File: config.mk
export PLATFORM = sky130hd
export DESIGN_NAME = chsel_top
export DESIGN_NICKNAME = d
export VERILOG_FILES = /design/src/rtl/chsel_pkg.sv /design/src/rtl/chsel_rst_sync.sv /design/src/rtl/chsel_mode_decode.sv /design/src/rtl/chsel_pd_sequencer.sv /design/src/rtl/chsel_lane.sv /design/src/rtl/chsel_top.sv
export SDC_FILE = /design/constraint.sdc
export NUM_CORES = 1
export LEC_CHECK = 0
export BUFFER_PORTS_ARGS = -buffer_cell sky130_fd_sc_hd__buf_2
export CORE_AREA = 2 2 39 41
export DETAILED_ROUTE_END_ITERATION = 12
export DIE_AREA = 0 0 41 43
export GPL_ROUTABILITY_DRIVEN = 0
export HOLD_SLACK_MARGIN = 0.06
export PLACE_DENSITY = 0.71
export SLEW_MARGIN = 20
export SYNTH_ARGS = -nofsm -noshare
export SYNTH_HDL_FRONTEND = slang
export SYNTH_SLANG_ARGS = --single-unit
export TNS_END_PERCENT = 100
File: constraint.sdc
create_clock -name clk_i -period 0.8 [get_ports clk_i]
set_input_delay 0.04 -clock clk_i [delete_from_list [all_inputs] [get_ports clk_i]]
set_output_delay 0.04 -clock clk_i [all_outputs]
set_load 0.02 [all_outputs]
File: src/rtl/chsel_pkg.sv
package chsel_pkg;

  // Selection policy in force for the next end-of-conversion pulse
  typedef enum logic [1:0] {
    MODE_MANUAL = 2'd0,   // register field drives the select
    MODE_ALT    = 2'd1,   // fully-differential alternation
    MODE_SEQ    = 2'd2    // pseudo-differential sequencer
  } chsel_mode_e;

  // Next select for the alternation policy: flip bit 0, clear the rest
  function automatic logic [7:0] alt_next(input logic [7:0] cur);
    logic [7:0] nxt;
    nxt    = '0;
    nxt[0] = ~cur[0];
    return nxt;
  endfunction

endpackage

File: src/rtl/chsel_rst_sync.sv
module chsel_rst_sync #(
  parameter int unsigned STAGES = 2
) (
  input  logic clk_i,
  input  logic rst_ni,
  output logic rst_sync_no
);

  logic [STAGES-1:0] sync_q;
  logic [STAGES-1:0] sync_d;

  always_comb begin
    sync_d = {sync_q[STAGES-2:0], 1'b1};
  end

  always_ff @(posedge clk_i or negedge rst_ni) begin
    if (!rst_ni) begin
      sync_q <= '0;
    end else begin
      sync_q <= sync_d;
    end
  end

  assign rst_sync_no = sync_q[STAGES-1];

endmodule

File: src/rtl/chsel_mode_decode.sv
module chsel_mode_decode
  import chsel_pkg::*;
(
  input  logic        auto_mode_i,
  input  logic        pseudo_diff_i,
  input  logic        cid_cfg_i,
  input  logic        fifo_cfg_i,
  output chsel_mode_e mode_o,
  output logic        cid_en_o,
  output logic        fifo_avail_o
);

  logic seq_owned;

  always_comb begin
    seq_owned = auto_mode_i & pseudo_diff_i;

    if (!auto_mode_i) begin
      mode_o = MODE_MANUAL;
    end else if (pseudo_diff_i) begin
      mode_o = MODE_SEQ;
    end else begin
      mode_o = MODE_ALT;
    end

    // Pseudo-differential automatic operation always carries the ID
    cid_en_o     = cid_cfg_i | seq_owned;
    // Buffering is never offered under manual selection
    fifo_avail_o = auto_mode_i & fifo_cfg_i;
  end

endmodule

File: src/rtl/chsel_pd_sequencer.sv
module chsel_pd_sequencer
  import chsel_pkg::*;
#(
  parameter int unsigned SEQ_LEN = 4,
  localparam int unsigned SEL_W  = (SEQ_LEN > 2) ? $clog2(SEQ_LEN) : 1
) (
  input  logic             clk_i,
  input  logic             rst_ni,
  input  logic             eoc_i,
  input  chsel_mode_e      mode_i,
  output logic [SEL_W-1:0] seq_val_o
);

  localparam logic [SEL_W-1:0] LAST = SEL_W'(SEQ_LEN - 1);

  logic [SEL_W-1:0] ptr_q;
  logic [SEL_W-1:0] ptr_d;
  logic             step_en;

  always_comb begin
    step_en = eoc_i && (mode_i == MODE_SEQ);
    ptr_d   = ptr_q;
    if (step_en) begin
      if (ptr_q == LAST) begin
        ptr_d = '0;
      end else begin
        ptr_d = ptr_q + 1'b1;
      end
    end
  end

  always_ff @(posedge clk_i or negedge rst_ni) begin
    if (!rst_ni) begin
      ptr_q <= '0;
    end else if (step_en) begin
      ptr_q <= ptr_d;
    end
  end

  assign seq_val_o = ptr_q;

  // the pointer never leaves the sequence range
  assert_seq_in_range_R5: assert property (@(posedge clk_i) disable iff (!rst_ni)
    ptr_q <= LAST);

  // every pulse in sequencer mode moves the pointer
  assert_seq_moves_R5: assert property (@(posedge clk_i) disable iff (!rst_ni)
    (eoc_i && mode_i == MODE_SEQ) |=> (ptr_q != $past(ptr_q)));

  // the pointer holds on any pulse outside sequencer mode
  assert_seq_holds_R6: assert property (@(posedge clk_i) disable iff (!rst_ni)
    !(eoc_i && mode_i == MODE_SEQ) |=> $stable(ptr_q));

endmodule

File: src/rtl/chsel_lane.sv
module chsel_lane
  import chsel_pkg::*;
#(
  parameter int unsigned SEL_W = 2
) (
  input  logic             clk_i,
  input  logic             rst_ni,
  input  logic             eoc_i,
  input  chsel_mode_e      mode_i,
  input  logic             man_bit_i,
  input  logic [SEL_W-1:0] seq_val_i,
  output logic [SEL_W-1:0] sel_o,
  output logic [SEL_W-1:0] tag_o
);

  logic [SEL_W-1:0] sel_q;
  logic [SEL_W-1:0] sel_d;
  logic [SEL_W-1:0] tag_q;
  logic [SEL_W-1:0] tag_d;
  logic [7:0]       alt_wide;

  always_comb begin
    alt_wide = alt_next(8'(sel_q));
    tag_d    = sel_q;
    unique case (mode_i)
      MODE_MANUAL: sel_d = SEL_W'(man_bit_i);
      MODE_ALT:    sel_d = alt_wide[SEL_W-1:0];
      MODE_SEQ:    sel_d = seq_val_i;
      default:     sel_d = sel_q;
    endcase
  end

  // Both registers only load on the end-of-conversion enable
  always_ff @(posedge clk_i or negedge rst_ni) begin
    if (!rst_ni) begin
      sel_q <= '0;
      tag_q <= '0;
    end else if (eoc_i) begin
      sel_q <= sel_d;
      tag_q <= tag_d;
    end
  end

  assign sel_o = sel_q;
  assign tag_o = tag_q;

  // manual pulse loads the field bit
  assert_manual_load_R2: assert property (@(posedge clk_i) disable iff (!rst_ni)
    (eoc_i && mode_i == MODE_MANUAL) |=> (sel_q == SEL_W'($past(man_bit_i))));

  // alternation flips bit 0 on every pulse
  assert_alt_flips_R4: assert property (@(posedge clk_i) disable iff (!rst_ni)
    (eoc_i && mode_i == MODE_ALT) |=> (sel_q[0] != $past(sel_q[0])));

  // sequencer pulse copies the sequencer value
  assert_seq_load_R5: assert property (@(posedge clk_i) disable iff (!rst_ni)
    (eoc_i && mode_i == MODE_SEQ) |=> (sel_q == $past(seq_val_i)));

  // tag takes the selection used by the finished conversion
  assert_tag_follows_sel_R7: assert property (@(posedge clk_i) disable iff (!rst_ni)
    eoc_i |=> (tag_q == $past(sel_q)));

  // nothing moves between pulses
  assert_hold_between_R10: assert property (@(posedge clk_i) disable iff (!rst_ni)
    !eoc_i |=> ($stable(sel_q) && $stable(tag_q)));

endmodule

File: src/rtl/chsel_top.sv
module chsel_top
  import chsel_pkg::*;
#(
  parameter int unsigned NUM_CONV = 2,
  parameter int unsigned SEQ_LEN  = 4,
  localparam int unsigned SEL_W   = (SEQ_LEN > 2) ? $clog2(SEQ_LEN) : 1
) (
  input  logic                      clk_i,
  input  logic                      rst_ni,
  input  logic                      eoc_i,
  input  logic                      auto_mode_i,
  input  logic [NUM_CONV-1:0]       chan_field_i,
  input  logic                      pseudo_diff_i,
  input  logic                      cid_cfg_i,
  input  logic                      fifo_cfg_i,
  output logic [NUM_CONV*SEL_W-1:0] mux_sel_o,
  output logic [NUM_CONV*SEL_W-1:0] tag_o,
  output logic                      cid_en_o,
  output logic                      fifo_avail_o
);

  logic             rst_sync_n;
  chsel_mode_e      mode;
  logic [SEL_W-1:0] seq_val;

  chsel_rst_sync #(.STAGES(2)) u_rst_sync (
    .clk_i       (clk_i),
    .rst_ni      (rst_ni),
    .rst_sync_no (rst_sync_n)
  );

  chsel_mode_decode u_decode (
    .auto_mode_i   (auto_mode_i),
    .pseudo_diff_i (pseudo_diff_i),
    .cid_cfg_i     (cid_cfg_i),
    .fifo_cfg_i    (fifo_cfg_i),
    .mode_o        (mode),
    .cid_en_o      (cid_en_o),
    .fifo_avail_o  (fifo_avail_o)
  );

  chsel_pd_sequencer #(.SEQ_LEN(SEQ_LEN)) u_seq (
    .clk_i     (clk_i),
    .rst_ni    (rst_sync_n),
    .eoc_i     (eoc_i),
    .mode_i    (mode),
    .seq_val_o (seq_val)
  );

  for (genvar g = 0; g < NUM_CONV; g++) begin : g_lane
    chsel_lane #(.SEL_W(SEL_W)) u_lane (
      .clk_i     (clk_i),
      .rst_ni    (rst_sync_n),
      .eoc_i     (eoc_i),
      .mode_i    (mode),
      .man_bit_i (chan_field_i[g]),
      .seq_val_i (seq_val),
      .sel_o     (mux_sel_o[g*SEL_W +: SEL_W]),
      .tag_o     (tag_o[g*SEL_W +: SEL_W])
    );
  end

  // pseudo-differential automatic operation forces the channel ID on
  assert_cid_forced_R8: assert property (@(posedge clk_i) disable iff (!rst_sync_n)
    (auto_mode_i && pseudo_diff_i) |-> cid_en_o);

  // manual mode never offers buffering
  assert_no_fifo_manual_R9: assert property (@(posedge clk_i) disable iff (!rst_sync_n)
    !auto_mode_i |-> !fifo_avail_o);

  // the field has no influence under alternation
  assert_alt_ignores_field_R4: assert property (@(posedge clk_i) disable iff (!rst_sync_n)
    (eoc_i && mode == MODE_ALT) |=> (mux_sel_o[SEL_W-1:0] == mux_sel_o[2*SEL_W-1:SEL_W]
                                      || $past(mux_sel_o[SEL_W-1:0]) != $past(mux_sel_o[2*SEL_W-1:SEL_W])));

endmodule

=== Yosys cells after proc, flatten, opt, wreduce, memory -nomap -nowiden ===
Index checks and enable logic that the tools add are counted.

* Logic and storage cells: 24
* Output and inout port bits: 10
* Input bits: 9
* Bits in registers: 12

* Add/sub/neg operators: 1
* Eq/ne operators: 3
* Reductions and logical operators: 4
* Bitwise logic cells: 5
* Muxes and demuxes: 5

{| class="wikitable"
|+ Operators by type and width
! cell !! number
|-
| $pmux 2 s3 || 2
|-
| $mux 2 || 3
|-
| $eq 2x2->1 const B || 2
|-
| $reduce_bool 3->1 || 1
|-
| $add 2x1->2 const B || 1
|-
| $and 1x1->1 || 2
|-
| $eq 2x1->1 const B || 1
|-
| $logic_not 2->1 || 1
|-
| $not 1->1 || 2
|-
| $reduce_and 2->1 || 1
|-
| $logic_and 1x1->1 || 1
|-
| $or 1x1->1 || 1
|}

=== Longest topological paths before layout ===
* Depth in word-level cells: 5
* Depth in mapped cells: 4
* Gate-level depth less buffers: 3

=== Modules after synthesis ===
From an unflattened synthesis, not the netlist that was laid out.

* Cell total of the unflattened synthesis: 54
* Area total of the unflattened synthesis: 656.9 sq um

{| class="wikitable"
|+ Modules (own cells, without submodules)
! module !! sequential area each (sq um) !! times used !! area an instance (sq um) !! cells each
|-
| chsel_lane || 100.1 || 2 || 230.2 || 20
|-
| chsel_pd_sequencer || 50.0 || 1 || 116.4 || 7
|-
| chsel_rst_sync || 50.0 || 1 || 53.8 || 3
|-
| chsel_mode_decode || 0.0 || 1 || 26.3 || 4
|}

=== Least setup slack after synthesis ===
No wires, ideal clock.

* Path type: flip-flop to flip-flop
* Start point: reg u_seq.ptr_q[0] (netlist: u_seq.seq_val_o[0])
* End point: reg u_seq.ptr_q[1] (netlist: u_seq.seq_val_o[1])
* Slack: -0.246 ns
* Cell stages (with the launch flop): 3
* Data required time: 0.675 ns
* Arrival: 0.921 ns
* Clock period less this slack: 1.046 ns
* Library setup time: 0.125 ns
* Path buffers: 0
* Cells stage by stage: dfrtp_1 -> ha_1 -> mux2_4

* Word-level cells in the longest chain between the ends: 2
* Elaborated cells between the ends (all ways): 3
* Those cells by class: add/sub: 1; eq/ne: 1; mux: 1

{| class="wikitable"
|+ Ends and longest elaborated chain
! item !! RTL line !! source
|-
| start, declared || chsel_pd_sequencer.sv:16 || <nowiki>logic [SEL_W-1:0] ptr_q;</nowiki>
|-
| start signal, assigned || chsel_pd_sequencer.sv:36 || <nowiki>ptr_q <= ptr_d;</nowiki>
|-
| $add 2x1->2 / $eq 2x2->1 (equally long branches) || chsel_pd_sequencer.sv:27, chsel_pd_sequencer.sv:24 ||
|-
| $mux 2 (*) || chsel_pd_sequencer.sv:24 || <nowiki>if (ptr_q == LAST) begin</nowiki>
|-
| net u_seq.ptr_d[1] || chsel_pd_sequencer.sv:17 || <nowiki>logic [SEL_W-1:0] ptr_d;</nowiki>
|}

Mark *: on every way through the listed nets, which the timed path passes. The rest lies on a longest branch.
A chain may end at the register's enable or synchronous reset.

=== Worst setup path in the final report ===
* Start point: reg u_seq.ptr_q[1] (netlist: u_seq.seq_val_o[1])
* End point: reg u_seq.ptr_q[1] (netlist: u_seq.seq_val_o[1])

Same word-level chain as after synthesis.

==> results.txt <==
The min-delay analysis places its worst path in the category primary input to async pin. Post-CTS timing repair inserted 0 buffers for setup. Number of hold-slack violations in the final timing report: 0. The via count of the first global-routing pass was 380; the adder and majority cell fraction of the synthesized area was 2.68%. TritonCTS created 3 clock buffers.

The maximum number of pins on one net before global-route repair is 12, and the final HPWL from detailed placement is 642 um. The simple-gate area share of the yosys netlist was 12.6%. Setup repair after global routing could not meet its margin everywhere. The worst-case IR drop observed on VDD is 0.00101 V. After the flow finishes, the layout carries non-filler instances totaling 75. The total power per unit cell area is 2600 nW/um2.

Startpoint type of the worst setup path: a register. The area taken by multi-input logic gates was 235 um2; the leakage power was 0.000341 uW. In this run the cell area measured after placement is 587 um2. Counting every sink on the clock net gives 10.

The post-synthesis instance total came out at 35. The tools report the iteration-0 DRC count of the detailed router as 6. The tree is rooted in a clkbuf_4. Using the TritonRoute via totals, the vias-per-cell ratio works out to 4.89. Summing the areas of all compound-gate instances in the mapped netlist gives 13.4% of the synthesized area.

The internal power of the cells is 1340 uW, and the top-level port count is 19. 0 antenna diodes ended up in the layout. The maximum fanout along the worst path was 2. The tools report the launching instance or port of the critical path as u_seq.seq_val_o[1].

Counting flops and latches in the post-synthesis netlist gives 10. Die span in x: 41 um. TritonCTS built the clock tree. The share of total power dissipated in the clock network is 22.6%.

Counting tap cells, the placed design contains a total of 68 instances. For the worst setup path, the data arrival time is 1.17 ns. The most common cell after layout, fill and taps aside is buf_2. The initial antenna violation count is 0, and the maximum level of the CTS H-tree is 1. The endpoint of the worst register-to-register path was u_seq.seq_val_o[1]. The Yosys step of the flow raised 0 warnings. The startpoint of the worst register-to-register path is u_seq.seq_val_o[1]. The checks that failed: setup timing. The sequential share of power was 39.8%. For this run, the post-layout net count is 70. The run finished, with violations left. The number of buffers on the longest clock path is 2. Net switching is 30.5% of the power. Counting cells, the worst reg-to-reg path comes to 2. The top cell types in the final layout, fill and taps aside, are 10 x buf_2, 9 x buf_6, 6 x dfrtp_2, 4 x mux2_4, 4 x dfrtp_1. Setup violations remaining at the end of the flow were counted as 16. Overall power consumption after layout is estimated at 1930 uW. The per-instance average area after synthesis is 13.3 um2, and the number of pins exceeding their max-slew limit in the final report is 0.

The height of the die is 43 um. The pre-antenna-repair detailed-routing pass consisted of 2 iterations. The floorplan has 14 rows.

Synthesis instantiated 18 different standard cells from the library. Across the run, the number of max-cap violations was 0. By startpoint and endpoint, the worst setup path is classified as register to register. After synthesis, the largest family of logic cells by area is compound AO/OA/AOI/OAI gates. The fraction of the yosys area taken by sequential cells was 53.6%; the total DRC errors in the routed layout was 0. From synthesis to final layout, the design area changed by 59.0%.

The core region is 1380 um2. Final antenna-violating net count: 0. The worst-case register-to-register setup slack was -0.22 ns; the effective utilization at floorplan was 33.7%. The total net switching power is 588 uW.

The kind of capture point of the worst setup path is a register. The routed wire length is 928 um, and the clock network latency to the later pin of the worst-skew pair is 0.26 ns. The first-pass GRT wire length came out at 1.60 mm. Of the total synthesized cell area, the portion taken by XOR and XNOR cells is 0%.

The maximum clock rate is 0.980 GHz, and the final period utilization is 128%. Summing every instance area after synthesis gives 467 um2. The run gives -0.220 ns as the smallest setup slack after layout. In the global route stage, overall resource usage came out at 14.2%. After clock tree synthesis, the clock-pin slew on the worst setup and hold paths is 0.06 ns. The die covers 1760 um2. In the final routed layout, each cell accounts on average for 12.4 um. In this run the worst setup path terminates at u_seq.seq_val_o[1]. The routed design could run at a clock period as short as 1.02 ns. The finished cells cover 742 um2. The count of buffers added on input and output ports is 18. Global routing finished with a remaining overflow of 0.

The fill cell total of the finished layout came out at 113. The detailed router placed 367 vias in this run. The data required time at the worst endpoint was 0.95 ns. Of the cells placed in the final design, the portion with a size suffix greater than 1 is 76.3%. The sequential standard cell area was 258 um2. After synthesis, the share of cell area in mux cells is 10.5%. The net count of the mapped netlist was 45. Clock tree skew after final layout: 0.00242 ns.

The share of total power dissipated in combinational logic is 37.6%.
==> registers in the layout, summed over array words and instances, names as in the netlist <==
name / count
g_lane.u_lane.tag_o: 3
u_rst_sync.sync_q: 2
g_lane.u_lane.sel_o: 3
u_seq.seq_val_o: 2
==> cell type report <==
cell class	instances	area share, %
flip-flops and latches	10	34.7
well taps	16	2.70
repair buffers	23	25.5
multi-input cells	21	31.7
clock buffers	4	4.89
inverters	1	0.506
==> metrics by stage <==
step	TNS (ns)	utilization (%)	hold slack (ns)	setup slack, ns
floorplan	-0.518	-	-0.256	-0.214
global placement	-0.509	42.4	-0.175	-0.208
detailed placement	-0.567	42.4	-0.170	-0.219
CTS	-1.32	53.6	0.0772	-0.215
global route	-1.69	53.6	0.101	-0.241
finish	-1.18	53.6	0.0912	-0.220
==> layer usage <==
| layer | share of wire [%] | GRT usage, % |
|---|---|---|
| met1 | 42 | 16.8 |
| met2 | 51 | 19.1 |
| met3 | 3.3 | 2.09 |
| met4 | 3.7 | 16.0 |
| met5 | 0 | 0 |
==> critical path, cell delays in order (launching register included) <==
cell and delay (ns):
dfrtp_1 0.41, ha_4 0.24, mux2_4 0.25
==> Yosys cell counts <==
master | n | area share (%)
dfrtp_1 | 10 | 54
buf_6 | 1 | 2.4
nand2_1 | 1 | 0.80
mux2_2 | 3 | 7.2
buf_4 | 2 | 3.2
conb_1 | 1 | 0.80
mux2_4 | 1 | 3.2
a21o_2 | 2 | 3.8
nand2b_1 | 3 | 4.0
and2_2 | 1 | 1.6
nand4_1 | 1 | 1.3
inv_1 | 1 | 0.80
o21ai_0 | 1 | 1.1
o221a_2 | 2 | 4.8
nand3_4 | 1 | 3.8
ha_1 | 1 | 2.7
nor3_1 | 1 | 1.1
o2111ai_1 | 2 | 3.8
==> cells by family after synthesis <==
family / Yosys count
and+or+nand+nor: 8
DFF: 10
buffers and inverters: 4
adders and majority gates: 1
AOI/OAI and AO/OA: 7
muxes: 4
other: 1
==> how the worst min path moves through the flow <==
stage | start | end | cells past startpoint
3_3_place_gp | rst_ni | u_rst_sync.sync_q[1] | 1
2_1_floorplan | rst_ni | u_rst_sync.sync_q[0] | 0
4_1_cts | rst_ni | u_rst_sync.sync_q[1] | 2
3_5_place_dp | rst_ni | u_rst_sync.sync_q[1] | 1
5_1_grt | rst_ni | u_rst_sync.sync_q[1] | 2
6_report | rst_ni | u_rst_sync.sync_q[1] | 2
==> repair_timing <==
item,4_1_cts,5_1_grt
endpoints found under the setup margin,14,16
endpoints found under the hold margin,4,0
resized for setup,23,0
pin swaps,1,0
hold buffers,3,0
==> power by group through the flow <==
stage | Clock (uW) | Combinational (uW) | Sequential [uW]
2_1_floorplan | 0 | 271 | 805
3_3_place_gp | 0 | 535 | 719
3_5_place_dp | 0 | 554 | 730
4_1_cts | 462 | 729 | 767
5_1_grt | 491 | 798 | 787
6_report | 436 | 725 | 768
Power figures use the tool's default switching activity.
